<file path="src/rtl/sfp_pkg.sv">
package sfp_pkg;

    parameter int EXP_W  = 3;
    parameter int MAG_W  = 4;
    parameter int WORD_W = EXP_W + 1 + MAG_W;
    // largest left shift once the exponent is biased to be non-negative
    parameter int SHIFT_MAX = (1 << EXP_W) - 1;
    parameter int FIX_W     = MAG_W + SHIFT_MAX;

    typedef struct packed {
        logic [EXP_W-1:0] expo;
        logic             sgn;
        logic [MAG_W-1:0] mag;
    } sfp_word_t;

    typedef logic [FIX_W-1:0] sfp_fix_t;

    typedef struct packed {
        sfp_word_t word;
        logic      sat;
        logic      vld;
    } sfp_result_t;

    // Adding half the exponent range to a two's-complement number
    // is the same as inverting its top bit.
    function automatic logic [EXP_W-1:0] biased_shift(input logic [EXP_W-1:0] e);
        logic [EXP_W-1:0] r;
        r = e;
        r[EXP_W-1] = ~e[EXP_W-1];
        return r;
    endfunction

endpackage

</file>
<file path="src/rtl/sfp_align.sv">
module sfp_align
    import sfp_pkg::*;
(
    input  logic [EXP_W-1:0] expo,
    input  logic [MAG_W-1:0] mag,
    output sfp_fix_t         fix
);
    logic [EXP_W-1:0] shamt;
    sfp_fix_t         stage [EXP_W+1];

    assign shamt    = biased_shift(expo);
    assign stage[0] = sfp_fix_t'(mag);

    // logarithmic shifter, one stage per exponent bit
    for (genvar i = 0; i < EXP_W; i++) begin : g_shift
        assign stage[i+1] = shamt[i] ? (stage[i] << (1 << i)) : stage[i];
    end

    assign fix = stage[EXP_W];
endmodule

</file>
<file path="src/rtl/sfp_mag_cmp.sv">
module sfp_mag_cmp #(
    parameter int W = 11
) (
    input  logic [W-1:0] a,
    input  logic [W-1:0] b,
    output logic         a_gt_b
);
    assign a_gt_b = (a > b);
endmodule

</file>
<file path="src/rtl/sfp_sat_select.sv">
module sfp_sat_select
    import sfp_pkg::*;
(
    input  sfp_word_t value_w,
    input  sfp_word_t limit_w,
    input  logic      over,
    output sfp_word_t out_w
);
    sfp_word_t clipped;

    always_comb begin
        clipped     = limit_w;
        clipped.sgn = value_w.sgn;
        out_w       = over ? clipped : value_w;
    end
endmodule

</file>
<file path="src/rtl/sfp_clamp.sv">
module sfp_clamp
    import sfp_pkg::*;
#(
    parameter bit REGISTER_OUT = 1'b1
) (
    input  logic              clk,
    input  logic              rst,
    input  logic              in_valid,
    input  logic [WORD_W-1:0] value_in,
    input  logic [WORD_W-1:0] limit_in,
    output logic              out_valid,
    output logic [WORD_W-1:0] result_out,
    output logic              sat_out
);
    sfp_word_t   val_w;
    sfp_word_t   lim_w;
    sfp_fix_t    val_fix;
    sfp_fix_t    lim_fix;
    logic        over;
    sfp_word_t   sel_w;
    sfp_result_t nxt;
    sfp_result_t cur;

    assign val_w = sfp_word_t'(value_in);
    assign lim_w = sfp_word_t'(limit_in);

    // both operands aligned side by side
    sfp_align u_align_val (.expo(val_w.expo), .mag(val_w.mag), .fix(val_fix));
    sfp_align u_align_lim (.expo(lim_w.expo), .mag(lim_w.mag), .fix(lim_fix));

    sfp_mag_cmp #(.W(FIX_W)) u_cmp (.a(val_fix), .b(lim_fix), .a_gt_b(over));

    sfp_sat_select u_sel (
        .value_w(val_w),
        .limit_w(lim_w),
        .over   (over),
        .out_w  (sel_w)
    );

    assign nxt = '{word: sel_w, sat: over, vld: in_valid};

    if (REGISTER_OUT) begin : g_reg
        always_ff @(posedge clk) begin
            if (rst) cur <= '0;
            else     cur <= nxt;
        end
    end else begin : g_comb
        assign cur = nxt;
    end

    assign result_out = cur.word;
    assign sat_out    = cur.sat;
    assign out_valid  = cur.vld;
endmodule

</file>
<file path="config.mk">
export PLATFORM = sky130hd
export DESIGN_NAME = sfp_clamp
export DESIGN_NICKNAME = d
export VERILOG_FILES = /design/src/rtl/sfp_pkg.sv /design/src/rtl/sfp_align.sv /design/src/rtl/sfp_mag_cmp.sv /design/src/rtl/sfp_sat_select.sv /design/src/rtl/sfp_clamp.sv
export SDC_FILE = /design/constraint.sdc
export NUM_CORES = 1
export LEC_CHECK = 0
export BUFFER_PORTS_ARGS = -buffer_cell sky130_fd_sc_hd__clkbuf_2
export CORE_MARGIN = 5
export CORE_UTILIZATION = 54
export DETAILED_ROUTE_END_ITERATION = 10
export GPL_TIMING_DRIVEN = 0
export HOLD_SLACK_MARGIN = 0.1
export PLACE_DENSITY = 0.83
export SYNTH_ARGS = -nofsm -noshare
export SYNTH_HDL_FRONTEND = slang
export SYNTH_SLANG_ARGS = --single-unit
</file>
<file path="constraint.sdc">
create_clock -name clk -period 5.3 [get_ports clk]
set_clock_uncertainty 0.1 [all_clocks]
set_input_delay 0.265 -clock clk [delete_from_list [all_inputs] [get_ports clk]]
set_output_delay 0.265 -clock clk [all_outputs]
set_load 0.02 [all_outputs]
</file>
==> results_dict.tcl, run 1 <==
set metrics [dict create \
    status "finished clean" \
    cts-resized-gates 0 \
    period_needed_ns 2.65 \
    grt.overflow.total 0 \
    gp_congestion 0.837 \
    detail_route.wl_per_cell_microns 12.2 \
    drv_slew 0 \
    path_class "in2reg" \
    endpoint_kind "flop" \
    io_pins 29 \
    remaining_drc_errors 0 \
    cts_hold_buf 0 \
    syn-num-nets 157 \
    syn_avg_cell_area_sq_um 7.66 \
    vias 970 \
    hpwl_microns 1880 \
    grt_pass1_wl_microns 3640 \
    multiInputGateArea_sq_um 732 \
    first_pass_iters 4 \
    slowest_stage "mux2_2" \
    dieArea_sq_mm 0.00275 \
    rsz0062_at_grt "false" \
    power.density_mw_per_mm2 226 \
    critical_path_required_ns 5.38 \
    first_iter_violations 20 \
    drive_above_1_share 0.214 \
    die-width_microns 52.5 \
    hold-path-cell-count 2 \
    tns_ns 0 \
    maxCapViolations 0 \
    cts_setup_buffers 0 \
    path_cells "clkbuf_1 > mux2_2 > a21oi_1 > nor2_1 > ha_1 > nand3_1 > nor3_1 > a221oi_1 > a21oi_4 > mux2i_1" \
    clkSinkCount 10 \
    nets 185 \
    antenna_left 0 \
    wl_microns 2190 \
    max_stage_delay_ns 0.39 \
    finalSetupViolCount 0 \
    timing.final.crit_share 0.501 \
    arrival_ns 2.73 \
    finalHoldViolations 0 \
    worst_slack_ns 2.65 \
    htreeDepth 1 \
    setup.worst_path.start_class "primary input" \
    syn_area_sq_um 973 \
    post_drt_via_cell_ratio 5.42 \
    dp_cells 175 \
    die_y_microns 52.5 \
    instances_no_fill 179 \
    final_util 0.670 \
    final-seq-area_sq_um 200 \
    grt_pass1_vias 883 \
    cts_inserted_buffers 3 \
    start_util 0.564 \
    min_path_type "in2reg" \
    cts-root-buf "clkbuf_4" \
    met2_usage 0.318 \
    area_delta_synth_final_pct 18.8 \
    syn_inst 127 \
    top_usage_layer "met2" \
    cts_tree "yes" \
    rows 15 \
    ys_warn_count 0 \
    coreArea_sq_mm 0.00173 \
    num_antenna_cells 0 \
    fillCellCount 157 \
    hold_ws_ns 0.124 \
    tightest_slew_ns 0.464 \
    use_met1 0.199 \
    gr-usage-met3 0.0199 \
    cp_max_fo 10 \
    power.leakage_nw 0.549 \
    post-place-ws_ns 2.40 \
    clkTransAtPathRegs_ns 0.06 \
    clk_path_buf_depth 2 \
    relSlewSlack 0.691 \
    grt_max_degree 11 \
    antenna_found_initial 0 \
    ys_types 29 \
    grt_usage 0.171 \
    vdd_drop_max_mv 0.101 \
    max_freq_ghz 0.377 \
    yosysSeqAreaShare 0.206 \
    port_buffers 23 \
    ys_seq_elements 10 \
]
[report_power, final]
part | internal [mW] | total (mW) | switching [mW]
clock | 0.0415 | 0.0640 | 0.0225
combinational | 0.0462 | 0.110 | 0.0633
sequential | 0.0853 | 0.0874 | 0.00216
[state kept, by name (all words and copies together), names as in the netlist]
signal / cells
result_out: 8
out_valid: 1
sat_out: 1
[worst paths after layout]
path               startpoint            end  slack [ns]
setup / recovery  value_in[6]  result_out[7]        2.65
hold / removal    value_in[4]  result_out[4]        0.12
[final cells by class]
type                       instances  share of cell area
multi-input combinational        106               0.633
sequential                        10               0.173
timing repair buffer              23              0.0996
clock buffer                       4              0.0314
tap                               25              0.0271
buffer                             7              0.0227
inverter                           4              0.0130
[through the flow]
step / cell area [sq um] / total power, mW
after floorplan: 973 / 0.168
after global placement: 1120 / 0.194
after detailed placement: 1120 / 0.199
after CTS: 1160 / 0.262
after global routing: 1160 / 0.276
final: 1160 / 0.261
[synth_stat cells]
library cell | n | area, sq um
nand2_1 | 15 | 56.3
nand2b_1 | 15 | 93.8
nor2_1 | 14 | 52.6
mux2i_1 | 12 | 120
ha_1 | 11 | 138
dfxtp_1 | 10 | 200
clkbuf_1 | 7 | 26.3
a21oi_1 | 5 | 25.0
nand3_1 | 4 | 20.0
nor2b_1 | 4 | 25.0
a31oi_1 | 3 | 18.8
inv_1 | 3 | 11.3
mux2_2 | 3 | 33.8
nor3_1 | 3 | 15.0
nor4b_1 | 2 | 17.5
o21ai_0 | 2 | 10.0
o21ai_1 | 2 | 10.0
a211oi_1 | 1 | 7.51
a21o_1 | 1 | 7.51
a21oi_4 | 1 | 16.3
a221oi_1 | 1 | 8.76
a41oi_1 | 1 | 8.76
and4_1 | 1 | 8.76
inv_2 | 1 | 3.75
o22ai_1 | 1 | 6.26
o2bb2ai_1 | 1 | 8.76
or2_1 | 1 | 6.26
or3_1 | 1 | 6.26
or3b_4 | 1 | 11.3
[per-layer routing]
layer	up-vias	wire length (microns)
met2	27	1180
met4	0	14
met1	439	901
li1	502	-
met5	-	0
met3	2	93
[layout by cell type (no fill, tap or decap), types with 3 or more instances in the layout]
master	instances
a21oi_1	5
a31oi_1	3
clkbuf_1	7
clkbuf_2	23
clkbuf_4	3
dfxtp_1	10
ha_1	11
inv_1	3
mux2_2	3
mux2i_1	12
nand2_1	15
nand2b_1	15
nand3_1	4
nor2_1	14
nor2b_1	4
nor3_1	3
[logic make-up after synthesis]
| logic type | synth area share |
|---|---|
| AOI/OAI and AO/OA | 0.131 |
| buffers and inverters | 0.0424 |
| and+or+nand+nor | 0.321 |
| muxes | 0.158 |
| DFF | 0.206 |
| adders and majority gates | 0.141 |
[worst max-delay path, delay by kind of cell]
family / cells / cell delay [ns]
adders and majority gates: 1 / 0.29
AOI/OAI and AO/OA: 3 / 0.74
buffers and inverters: 1 / 0.34
muxes: 2 / 0.62
and+or+nand+nor: 3 / 0.47
Power figures use the tool's default switching activity.
==> inputs of run 2 (changes only) <==
- CORE_UTILIZATION: 54 -> 46
- PLACE_DENSITY: 0.83 -> 0.75
- clock period: 5.3 -> 2.3 ns (I/O delays scaled with it)
==> run 2 against run 1 <==
Core utilization down 0.48 points; total power up 150%; die area up 14%; sequential power up 130%; non-clock buffer count up 11; combinational power rose to 2.7 times the previous value; first-iteration DRC count up 15%; cell area up 14%; worst hold slack worse by 0.019 ns; clock power up 140%; global-route usage down 2.0 points; largest power group unchanged.
==> results_dict.tcl, run 2 (synthesis results as in run 1) <==
set metrics [dict create \
    path_cells "buf_6 > mux2i_1 > nor2_1 > a31oi_1 > o22ai_1 > ha_1 > nand2_1 > o21ai_1 > or3b_4 > a21oi_4 > buf_12 > mux2i_1" \
    start_util 0.491 \
    wl_met3_microns 125 \
    drive_above_1_share 0.255 \
    period_needed_ns 2.18 \
    remaining_drc_errors 0 \
    vdd_drop_max_mv 0.254 \
    crit_buf_inv 2 \
    maxCapViolations 0 \
    hold_ws_ns 0.105 \
    detail_route.wl_per_cell_microns 12.6 \
    timing.final.crit_share 0.946 \
    hpwl_microns 1860 \
    arrival_ns 2.27 \
    tightest_slew_ns 0.451 \
    cts-root-buf "clkbuf_4" \
    antenna_left 0 \
    grt_pass1_vias 947 \
    top_layer "met4" \
    wl_microns 2420 \
    crit_family "compound AO/OA/AOI/OAI gates" \
    clock_power_share 0.236 \
    cp_max_fo 10 \
    antenna_found_initial 0 \
    first_pass_iters 4 \
    vias 1022 \
    io_pins 29 \
    cts_inserted_buffers 3 \
    gp_congestion 0.778 \
    power.density_mw_per_mm2 492 \
    grt_pass1_wl_microns 3850 \
    finalSetupViolCount 0 \
    power_frac_seq 0.311 \
    num_antenna_cells 0 \
    grt.overflow.total 0 \
    p_int_mw 0.431 \
    post_drt_via_cell_ratio 5.32 \
    clkTransAtPathRegs_ns 0.06 \
    drv_slew 0 \
    port_buffers 23 \
    die-width_microns 56 \
    grt_usage 0.151 \
    rsz0062_at_grt "false" \
    fillCellCount 164 \
    rows 16 \
    clkSinkCount 10 \
    cts_tree "yes" \
    area_delta_synth_final_pct 35.3 \
    met2_length_microns 1230 \
    crit_top_cell "mux2i_1" \
    mostFrequentLayoutCell "clkbuf_2" \
    status "finished clean" \
    die_y_microns 56 \
    power.leakage_nw 0.616 \
    m1WireLength_microns 1010 \
    power.switching_mw 0.218 \
    clk_path_buf_depth 2 \
    hold_start "rst" \
    coreArea_sq_mm 0.00198 \
    max_stage_delay_ns 0.41 \
    htreeDepth 1 \
    finalPower_mw 0.649 \
    nets 196 \
    largest_register_ffs 8 \
    slowest_stage "or3b_4" \
    grt_max_degree 12 \
    relSlewSlack 0.700 \
    dieArea_sq_mm 0.00314 \
    max_freq_ghz 0.460 \
    swShare 0.336 \
    setup.worst_path.start_class "primary input" \
    hold-path-cell-count 3 \
    worstHoldEndpoint "result_out[7]" \
    comb_power_share 0.452 \
    finalHoldViolations 0 \
    first_iter_violations 23 \
    path_class "in2reg" \
    endpoint_kind "flop" \
    critical_path_required_ns 2.39 \
    min_path_type "in2reg" \
    final_cell_mix "clkbuf_2, nand2_1, nand2b_1" \
]
## run 2: timing repair
item / CTS / global route
hold buffers: 10 / 1
setup buffers: 0 / 1
gates resized for setup: 0 / 9
endpoints found under the setup margin: 1 / 8
pin swaps: 0 / 2
hold endpoints to repair: 6 / 1
## run 2: worst min-delay path: stages
cell and delay, ns:
clkbuf_2 0.14, nand2b_1 0.11, mux2i_1 0.06
## run 2: power groups by stage
stage	logic (mW)	clock network, mW	registers [mW]
after floorplan	0.154	0	0.236
after global placement	0.246	0	0.205
after detailed placement	0.252	0	0.206
after CTS	0.265	0.156	0.202
after global routing	0.318	0.167	0.205
final	0.293	0.153	0.202
## run 2: metal layers
metal,GRT usage,up-vias
li1,-,518
met1,0.162,464
met2,0.279,33
met3,0.0232,7
met4,0.0814,0
met5,0,-
## run 2: worst max-delay path by stage
stage	from	to	slack [ns]	depth (start not counted)
2_1_floorplan	value_in[6]	result_out[0]	0.007	10
3_3_place_gp	limit_in[5]	sat_out	-0.21	11
3_5_place_dp	limit_in[5]	result_out[6]	-0.29	12
4_1_cts	limit_in[6]	result_out[6]	0.002	11
5_1_grt	limit_in[6]	result_out[2]	0.01	11
6_report	value_in[6]	result_out[6]	0.12	12
## run 2: per-stage QoR
stage / TNS (ns) / utilization / area, sq um / setup WS, ns / std cells
6_report: 0 / 0.665 / 1320 / 0.125 / 192
5_1_grt: 0 / 0.665 / 1320 / 0.0136 / 192
4_1_cts: 0 / 0.638 / 1260 / 0.00199 / 190
3_5_place_dp: -2.05 / 0.571 / 1130 / -0.288 / 177
3_3_place_gp: -1.60 / 0.571 / 1130 / -0.209 / 177
2_1_floorplan: 0 / - / 982 / 0.00745 / 127
## run 2: final cells by class
type | instances | area, sq um | share of cell area
clock buffers | 4 | 36.3 | 0.0275
flip-flops and latches | 10 | 200 | 0.152
well taps | 27 | 33.8 | 0.0256
plain buffers | 6 | 33.8 | 0.0256
multi-input cells | 106 | 753 | 0.572
repair buffers | 35 | 245 | 0.186
inverters | 4 | 15.0 | 0.0114
